===== config.mk =====
export PLATFORM = sky130hd
export DESIGN_NAME = atten_prog_seq
export DESIGN_NICKNAME = d
export VERILOG_FILES = /design/src/rtl/atten_seq_pkg.sv /design/src/rtl/aps_phase_timer.sv /design/src/rtl/aps_word_shifter.sv /design/src/rtl/atten_prog_seq.sv
export SDC_FILE = /design/constraint.sdc
export NUM_CORES = 1
export LEC_CHECK = 0
export BUFFER_PORTS_ARGS = -buffer_cell sky130_fd_sc_hd__buf_2
export CAP_MARGIN = 15
export CORE_UTILIZATION = 45
export CTS_CLUSTER_DIAMETER = 150
export DETAILED_ROUTE_END_ITERATION = 6
export HOLD_SLACK_MARGIN = 0.05
export PLACE_DENSITY = 0.71
export SLEW_MARGIN = 20
export SYNTH_ARGS = -nofsm -noshare
export SYNTH_HDL_FRONTEND = slang
export SYNTH_SLANG_ARGS = --single-unit

===== constraint.sdc =====
create_clock -name clk -period 6.3 [get_ports clk]
set_input_delay 0.315 -clock clk [delete_from_list [all_inputs] [get_ports clk]]
set_output_delay 0.315 -clock clk [all_outputs]
set_load 0.02 [all_outputs]

===== src/rtl/atten_seq_pkg.sv =====
package atten_seq_pkg;

    localparam int IDX_W = 8;

    typedef enum logic [2:0] {
        ST_IDLE  = 3'd0,
        ST_LOW   = 3'd1,
        ST_HIGH  = 3'd2,
        ST_LESU  = 3'd3,
        ST_PULSE = 3'd4,
        ST_DONE  = 3'd5
    } seq_state_e;

    typedef struct packed {
        seq_state_e       state;
        logic             sclk;
        logic             sdata;
        logic             le;
        logic             busy;
        logic             done;
        logic [IDX_W-1:0] bit_idx;
    } seq_regs_t;

endpackage


===== src/rtl/aps_phase_timer.sv =====
module aps_phase_timer #(
    parameter int CNT_W = 4
) (
    input  logic             clk,
    input  logic             rst_n,
    input  logic             load_i,
    input  logic [CNT_W-1:0] load_val_i,
    output logic [CNT_W-1:0] cnt_o,
    output logic             zero_o
);

    logic [CNT_W-1:0] cnt_d, cnt_q;

    always_comb begin
        cnt_d = cnt_q;
        if (load_i) begin
            cnt_d = load_val_i - CNT_W'(1);
        end else if (cnt_q != '0) begin
            cnt_d = cnt_q - CNT_W'(1);
        end
    end

    always_ff @(posedge clk or negedge rst_n) begin
        if (!rst_n) cnt_q <= '0;
        else        cnt_q <= cnt_d;
    end

    assign cnt_o  = cnt_q;
    assign zero_o = (cnt_q == '0);


    count_down_chk: assert property (@(posedge clk) disable iff (!rst_n)
        (!load_i && cnt_q != '0) |=> (cnt_q == $past(cnt_q) - CNT_W'(1)));

endmodule


===== src/rtl/aps_word_shifter.sv =====
module aps_word_shifter #(
    parameter int WIDTH = 6
) (
    input  logic             clk,
    input  logic             rst_n,
    input  logic             load_i,
    input  logic [WIDTH-1:0] word_i,
    input  logic             shift_i,
    output logic             msb_o
);

    logic [WIDTH-1:0] word_d, word_q;

    always_comb begin
        word_d = word_q;
        if (load_i) begin
            word_d = word_i;
        end else if (shift_i) begin
            word_d = {word_q[WIDTH-2:0], 1'b0};
        end
    end

    always_ff @(posedge clk or negedge rst_n) begin
        if (!rst_n) word_q <= '0;
        else        word_q <= word_d;
    end

    assign msb_o = word_q[WIDTH-1];


    shift_order_chk: assert property (@(posedge clk) disable iff (!rst_n)
        (shift_i && !load_i) |=> (msb_o == $past(word_q[WIDTH-2])));

endmodule


===== src/rtl/atten_prog_seq.sv =====
module atten_prog_seq
    import atten_seq_pkg::*;
#(
    parameter int CODE_W    = 6,
    parameter int PERIOD_PS = 8000,
    parameter int HIGH_CYC  = 5,
    parameter int LOW_CYC   = 8,
    parameter int HOLD_CYC  = 2,
    parameter int SETUP_CYC = 2,
    parameter int LESU_CYC  = 2,
    parameter int LEPW_CYC  = 4
) (
    input  logic              clk,
    input  logic              rst_n,
    input  logic              start_i,
    input  logic [CODE_W-1:0] code_i,
    output logic              busy_o,
    output logic              done_o,
    output logic              ser_clk_o,
    output logic              ser_data_o,
    output logic              latch_en_o
);

    localparam int MAX_AB  = (HIGH_CYC > LOW_CYC) ? HIGH_CYC : LOW_CYC;
    localparam int MAX_CD  = (LESU_CYC > LEPW_CYC) ? LESU_CYC : LEPW_CYC;
    localparam int MAX_CYC = (MAX_AB > MAX_CD) ? MAX_AB : MAX_CD;
    localparam int CNT_W   = $clog2(MAX_CYC + 1);

    localparam bit TIMING_OK =
        (HIGH_CYC * PERIOD_PS >= 30000) &&
        (LOW_CYC  * PERIOD_PS >= 30000) &&
        ((HIGH_CYC + LOW_CYC) * PERIOD_PS >= 100000) &&
        (HOLD_CYC >= 1) && (HOLD_CYC * PERIOD_PS >= 10000) &&
        (SETUP_CYC * PERIOD_PS >= 10000) &&
        (LOW_CYC >= HOLD_CYC + SETUP_CYC) &&
        (LESU_CYC >= 1) && (LESU_CYC * PERIOD_PS >= 10000) &&
        (LEPW_CYC >= 1) && (LEPW_CYC * PERIOD_PS >= 30000) &&
        (LESU_CYC + LEPW_CYC + 1 >= HOLD_CYC) &&
        (CODE_W >= 2) && (CODE_W < 256);

    initial begin : param_guard
        timing_param_chk: assert (TIMING_OK)
            else $fatal(1, "atten_prog_seq: timing parameters violate device minima");
    end

    seq_regs_t        cur_q, nxt_d;
    logic             tmr_load;
    logic [CNT_W-1:0] tmr_val;
    logic [CNT_W-1:0] tmr_cnt;
    logic             tmr_zero;
    logic             sr_load;
    logic             sr_shift;
    logic             sr_msb;

    aps_phase_timer #(.CNT_W(CNT_W)) u_timer (
        .clk        (clk),
        .rst_n      (rst_n),
        .load_i     (tmr_load),
        .load_val_i (tmr_val),
        .cnt_o      (tmr_cnt),
        .zero_o     (tmr_zero)
    );

    aps_word_shifter #(.WIDTH(CODE_W)) u_shifter (
        .clk     (clk),
        .rst_n   (rst_n),
        .load_i  (sr_load),
        .word_i  (code_i),
        .shift_i (sr_shift),
        .msb_o   (sr_msb)
    );

    always_comb begin
        nxt_d    = cur_q;
        nxt_d.done = 1'b0;
        tmr_load = 1'b0;
        tmr_val  = '0;
        sr_load  = 1'b0;
        sr_shift = 1'b0;
        unique case (cur_q.state)
            ST_IDLE: begin
                nxt_d.sdata = 1'b0;
                if (start_i) begin
                    sr_load       = 1'b1;
                    nxt_d.busy    = 1'b1;
                    nxt_d.bit_idx = '0;
                    nxt_d.state   = ST_LOW;
                    tmr_load      = 1'b1;
                    tmr_val       = CNT_W'(LOW_CYC);
                end
            end
            ST_LOW: begin
                if (tmr_cnt == CNT_W'(LOW_CYC - HOLD_CYC)) begin
                    nxt_d.sdata = sr_msb;
                    sr_shift    = 1'b1;
                end
                if (tmr_zero) begin
                    nxt_d.sclk  = 1'b1;
                    nxt_d.state = ST_HIGH;
                    tmr_load    = 1'b1;
                    tmr_val     = CNT_W'(HIGH_CYC);
                end
            end
            ST_HIGH: begin
                if (tmr_zero) begin
                    nxt_d.sclk = 1'b0;
                    tmr_load   = 1'b1;
                    if (cur_q.bit_idx == IDX_W'(CODE_W - 1)) begin
                        nxt_d.state = ST_LESU;
                        tmr_val     = CNT_W'(LESU_CYC);
                    end else begin
                        nxt_d.state   = ST_LOW;
                        nxt_d.bit_idx = cur_q.bit_idx + IDX_W'(1);
                        tmr_val       = CNT_W'(LOW_CYC);
                    end
                end
            end
            ST_LESU: begin
                if (tmr_zero) begin
                    nxt_d.le    = 1'b1;
                    nxt_d.state = ST_PULSE;
                    tmr_load    = 1'b1;
                    tmr_val     = CNT_W'(LEPW_CYC);
                end
            end
            ST_PULSE: begin
                if (tmr_zero) begin
                    nxt_d.le    = 1'b0;
                    nxt_d.done  = 1'b1;
                    nxt_d.state = ST_DONE;
                end
            end
            ST_DONE: begin
                nxt_d.busy  = 1'b0;
                nxt_d.sdata = 1'b0;
                nxt_d.state = ST_IDLE;
            end
            default: begin
                nxt_d = '0;
            end
        endcase
    end

    always_ff @(posedge clk or negedge rst_n) begin
        if (!rst_n) cur_q <= '0;
        else        cur_q <= nxt_d;
    end

    assign busy_o     = cur_q.busy;
    assign done_o     = cur_q.done;
    assign ser_clk_o  = cur_q.sclk;
    assign ser_data_o = cur_q.sdata;
    assign latch_en_o = cur_q.le;


    le_sclk_excl_chk: assert property (@(posedge clk) disable iff (!rst_n)
        !(ser_clk_o && latch_en_o));


    le_idle_during_shift_chk: assert property (@(posedge clk) disable iff (!rst_n)
        $rose(ser_clk_o) |-> (!latch_en_o && busy_o));


    data_in_low_chk: assert property (@(posedge clk) disable iff (!rst_n)
        !$stable(ser_data_o) |-> (!ser_clk_o && !$past(ser_clk_o)));


    done_pulse_chk: assert property (@(posedge clk) disable iff (!rst_n)
        done_o |=> !done_o);


    done_on_le_fall_chk: assert property (@(posedge clk) disable iff (!rst_n)
        $fell(latch_en_o) |-> done_o);


    busy_ends_after_done_chk: assert property (@(posedge clk) disable iff (!rst_n)
        $fell(busy_o) |-> $past(done_o));

endmodule


==> results_dict.tcl <==
set metrics [dict create \
    status "finished, violations left" \
    violations "DRC" \
    area_growth_pct 6.59 \
    p_sw_share_pct 41.3 \
    hpwl_mm 1.87 \
    placed_area_um2 1440 \
    p_leak_nw 0.680 \
    synth-simple-area-share_pct 22.6 \
    postCtsResizedCells 0 \
    dr.first_iter.drc_count 34 \
    internal-power_uw 321 \
    reg2reg_from "u_timer.cnt_o[0]$_DFFE_PN0P_" \
    postLayoutCoreUtil_pct 52.2 \
    start_kind "register" \
    end_kind "register" \
    synth_area_um2 1390 \
    synth-async-reset-ratio_pct 100 \
    period_needed_ns 2.22 \
    path_class "reg -> reg" \
    synth_top_family_by_area "simple AND/OR/NAND/NOR gates" \
    gp_congestion 0.796 \
    track_usage_pct 18.2 \
    core_um2 2830 \
    synthCells 154 \
    p_switching_uw 225 \
    drt-pass1-iter-count 6 \
    num_vias 1130 \
    postCtsSetupRepairBufs 0 \
    hold_viol_final 0 \
    rsz0062_at_grt "false" \
    syn_nets 166 \
    max_stage_delay_ns 0.66 \
    wl_per_cell_um 13.2 \
    cts_tree "yes" \
    grt_max_degree 27 \
    fin_nets 178 \
    cts_sinks 26 \
    antenna_found_initial 0 \
    yosysUniqueCellTypes 38 \
    synth-edff-count 0 \
    antenna_cells 0 \
    htree_levels 1 \
    drv_cap 0 \
    die_area_um2 3300 \
    peakVddDrop_mv 0.176 \
    path_max_fanout 15 \
    ys_seq_elements 26 \
    setup_viol 0 \
    worst_ep_required_time_ns 6.56 \
    p_comb_share_pct 38.4 \
    cts_hold_buffers 1 \
    ios 14 \
    cts_buffer_depth 2 \
    synth_compound_area_share_pct 18.3 \
    fp.dieH_um 57.5 \
    pwr-share-clk_pct 12.7 \
    grt_pass1_vias 1093 \
    cp_cell_sequence "or4_1 > a21o_1 > a21o_1 > or3_1 > a21oi_1" \
    fin_area_um2 1480 \
    start_util_pct 49.0 \
    clock_skew_ns 0.00732 \
    antenna_left 0 \
    std_cell_rows 19 \
    hold_path.startpoint "code_i[0]" \
    drt-vias-per-instance 5.79 \
    clockRootBuffer "clkbuf_4" \
    tns_ns 0 \
    final_max_slew_viol_count 0 \
    clk_pin_slew_worst_paths_ns 0.13 \
    power_uw 546 \
    max_slew.worst_pin.slew_ns 0.562 \
    synth_mux_area_share_pct 3.61 \
    synthTopCellsByArea "dfrtp_1 (47%), o21ai_0 (6.1%), nand2_1 (4.9%), a21oi_1 (4.7%), nor2_1 (4.6%)" \
    synthAdderAreaFrac_pct 2.71 \
    critPathSlowestCell "or4_1" \
    insertion_delay_ns 0.32 \
    final_cell_mix "dfrtp_1 (26), nand2_1 (18), nor2_1 (17), o21ai_0 (17)" \
    fmax_mhz 450 \
    period_share_pct 35.3 \
    drc_errors 1 \
    port_buffers 13 \
    hold_class "in -> reg" \
    synth_xor_area_share_pct 0.632 \
    grt_pass1_wl_mm 4.63 \
    avgSynthCellArea_um2 8.99 \
    drt-total-wl_mm 2.58 \
    ys_warn_count 0 \
    crit_top_cell "a21o_1" \
    cp-startpoint "u_timer.cnt_o[0]$_DFFE_PN0P_" \
    arrival_ns 2.48 \
    fin_cells 195 \
    drive_above_1_share_pct 12.8 \
    final_common_cell "dfrtp_1" \
    synth_area_leader_cell "dfrtp_1" \
    slew-limit-headroom_pct 62.2 \
    n_fill_cell 260 \
    synth-main-ff-cell "dfrtp_1" \
    dieWidth_um 57.5 \
    cts_buffers 3 \
    power_frac_seq_pct 48.9 \
    powerDensity_nw_per_um2 370 \
    synth_top_area_share_pct 47.0 \
    grt.overflow.total 0 \
    yosysSeqAreaShare_pct 47.0 \
    placed_cells 191 \
]
## per-layer routing
metal	GRT usage, %	vias to the layer above	routed length (um)
met2	30.9	29	1180
met1	22.6	530	1250
met5	0	-	0
met4	9.06	0	48
met3	2.72	5	101
li1	-	566	-
## worst paths after layout
check	endpoint	slack, ns	cells after the start
max	cur_q[4]$_DFFE_PN0P_	4.08	5
min	u_shifter.word_q[0]$_DFFE_PN0P_	0.21	2
max reg2reg	cur_q[4]$_DFFE_PN0P_	4.08	5
min reg2reg	u_shifter.word_q[5]$_DFFE_PN0P_	0.49	2
max in group asynchronous	ser_data_o$_DFFE_PN0P_	5.42	2
min in group asynchronous	cur_q[3]$_DFFE_PN0P_	0.50	2
## cell families (layout without fill, tap and decap cells)
group / after synthesis / after routing
AOI/OAI and AO/OA: 43 / 43
xor gates and xnor gates: 1 / 1
adders and majority gates: 3 / 3
buffers and inverters: 14 / 24
DFF: 26 / 26
muxes: 5 / 5
and+or+nand+nor: 62 / 62
## state kept, by name (all words and copies together) (netlist names)
name,count
cur_q,11
u_shifter.word_q,6
u_timer.cnt_o,4
busy_o,1
done_o,1
latch_en_o,1
ser_clk_o,1
ser_data_o,1
## worst max-delay path: cells and delay by family, from the launching register on
family / cells / cell delay [ns]
DFF: 1 / 0.44
AOI/OAI and AO/OA: 3 / 0.67
and+or+nand+nor: 2 / 1.04
## synthesized netlist by cell type, types with 2 or more instances
master / instances
o32ai_1: 2
nand2_1: 18
and4_1: 2
inv_1: 7
nor2_1: 17
ha_1: 3
or3_1: 6
o22ai_1: 2
a21o_1: 2
nand3_1: 3
o21ai_0: 17
nor3_1: 5
a21oi_1: 13
clkbuf_1: 4
mux2i_1: 5
dfrtp_1: 26
## power by group through the flow
stage / Sequential (mW) / Clock, mW / Combinational [mW]
2_1_floorplan: 0.253 / 0 / 0.187
3_3_place_gp: 0.265 / 0 / 0.204
3_5_place_dp: 0.270 / 0 / 0.210
4_1_cts: 0.266 / 0.0711 / 0.212
5_1_grt: 0.276 / 0.0783 / 0.241
6_report: 0.267 / 0.0695 / 0.210
## area by class of cell
type / instances / area [um^2] / share of cell area, %
Clock buffer: 3 / 22.5 / 1.53
Inverter: 7 / 26.3 / 1.78
Multi-Input combinational cell: 114 / 663 / 44.9
Sequential cell: 26 / 651 / 44.1
Tap cell: 31 / 38.8 / 2.63
Timing Repair Buffer: 14 / 75.1 / 5.08
## through the flow
stage	worst slack, ns	hold slack (ns)
3_3_place_gp	4.18	0.337
2_1_floorplan	4.25	0.0194
4_1_cts	4.07	0.212
6_report	4.08	0.212
5_1_grt	3.93	0.213
3_5_place_dp	4.08	0.348
(Power assumes the default switching activity.)
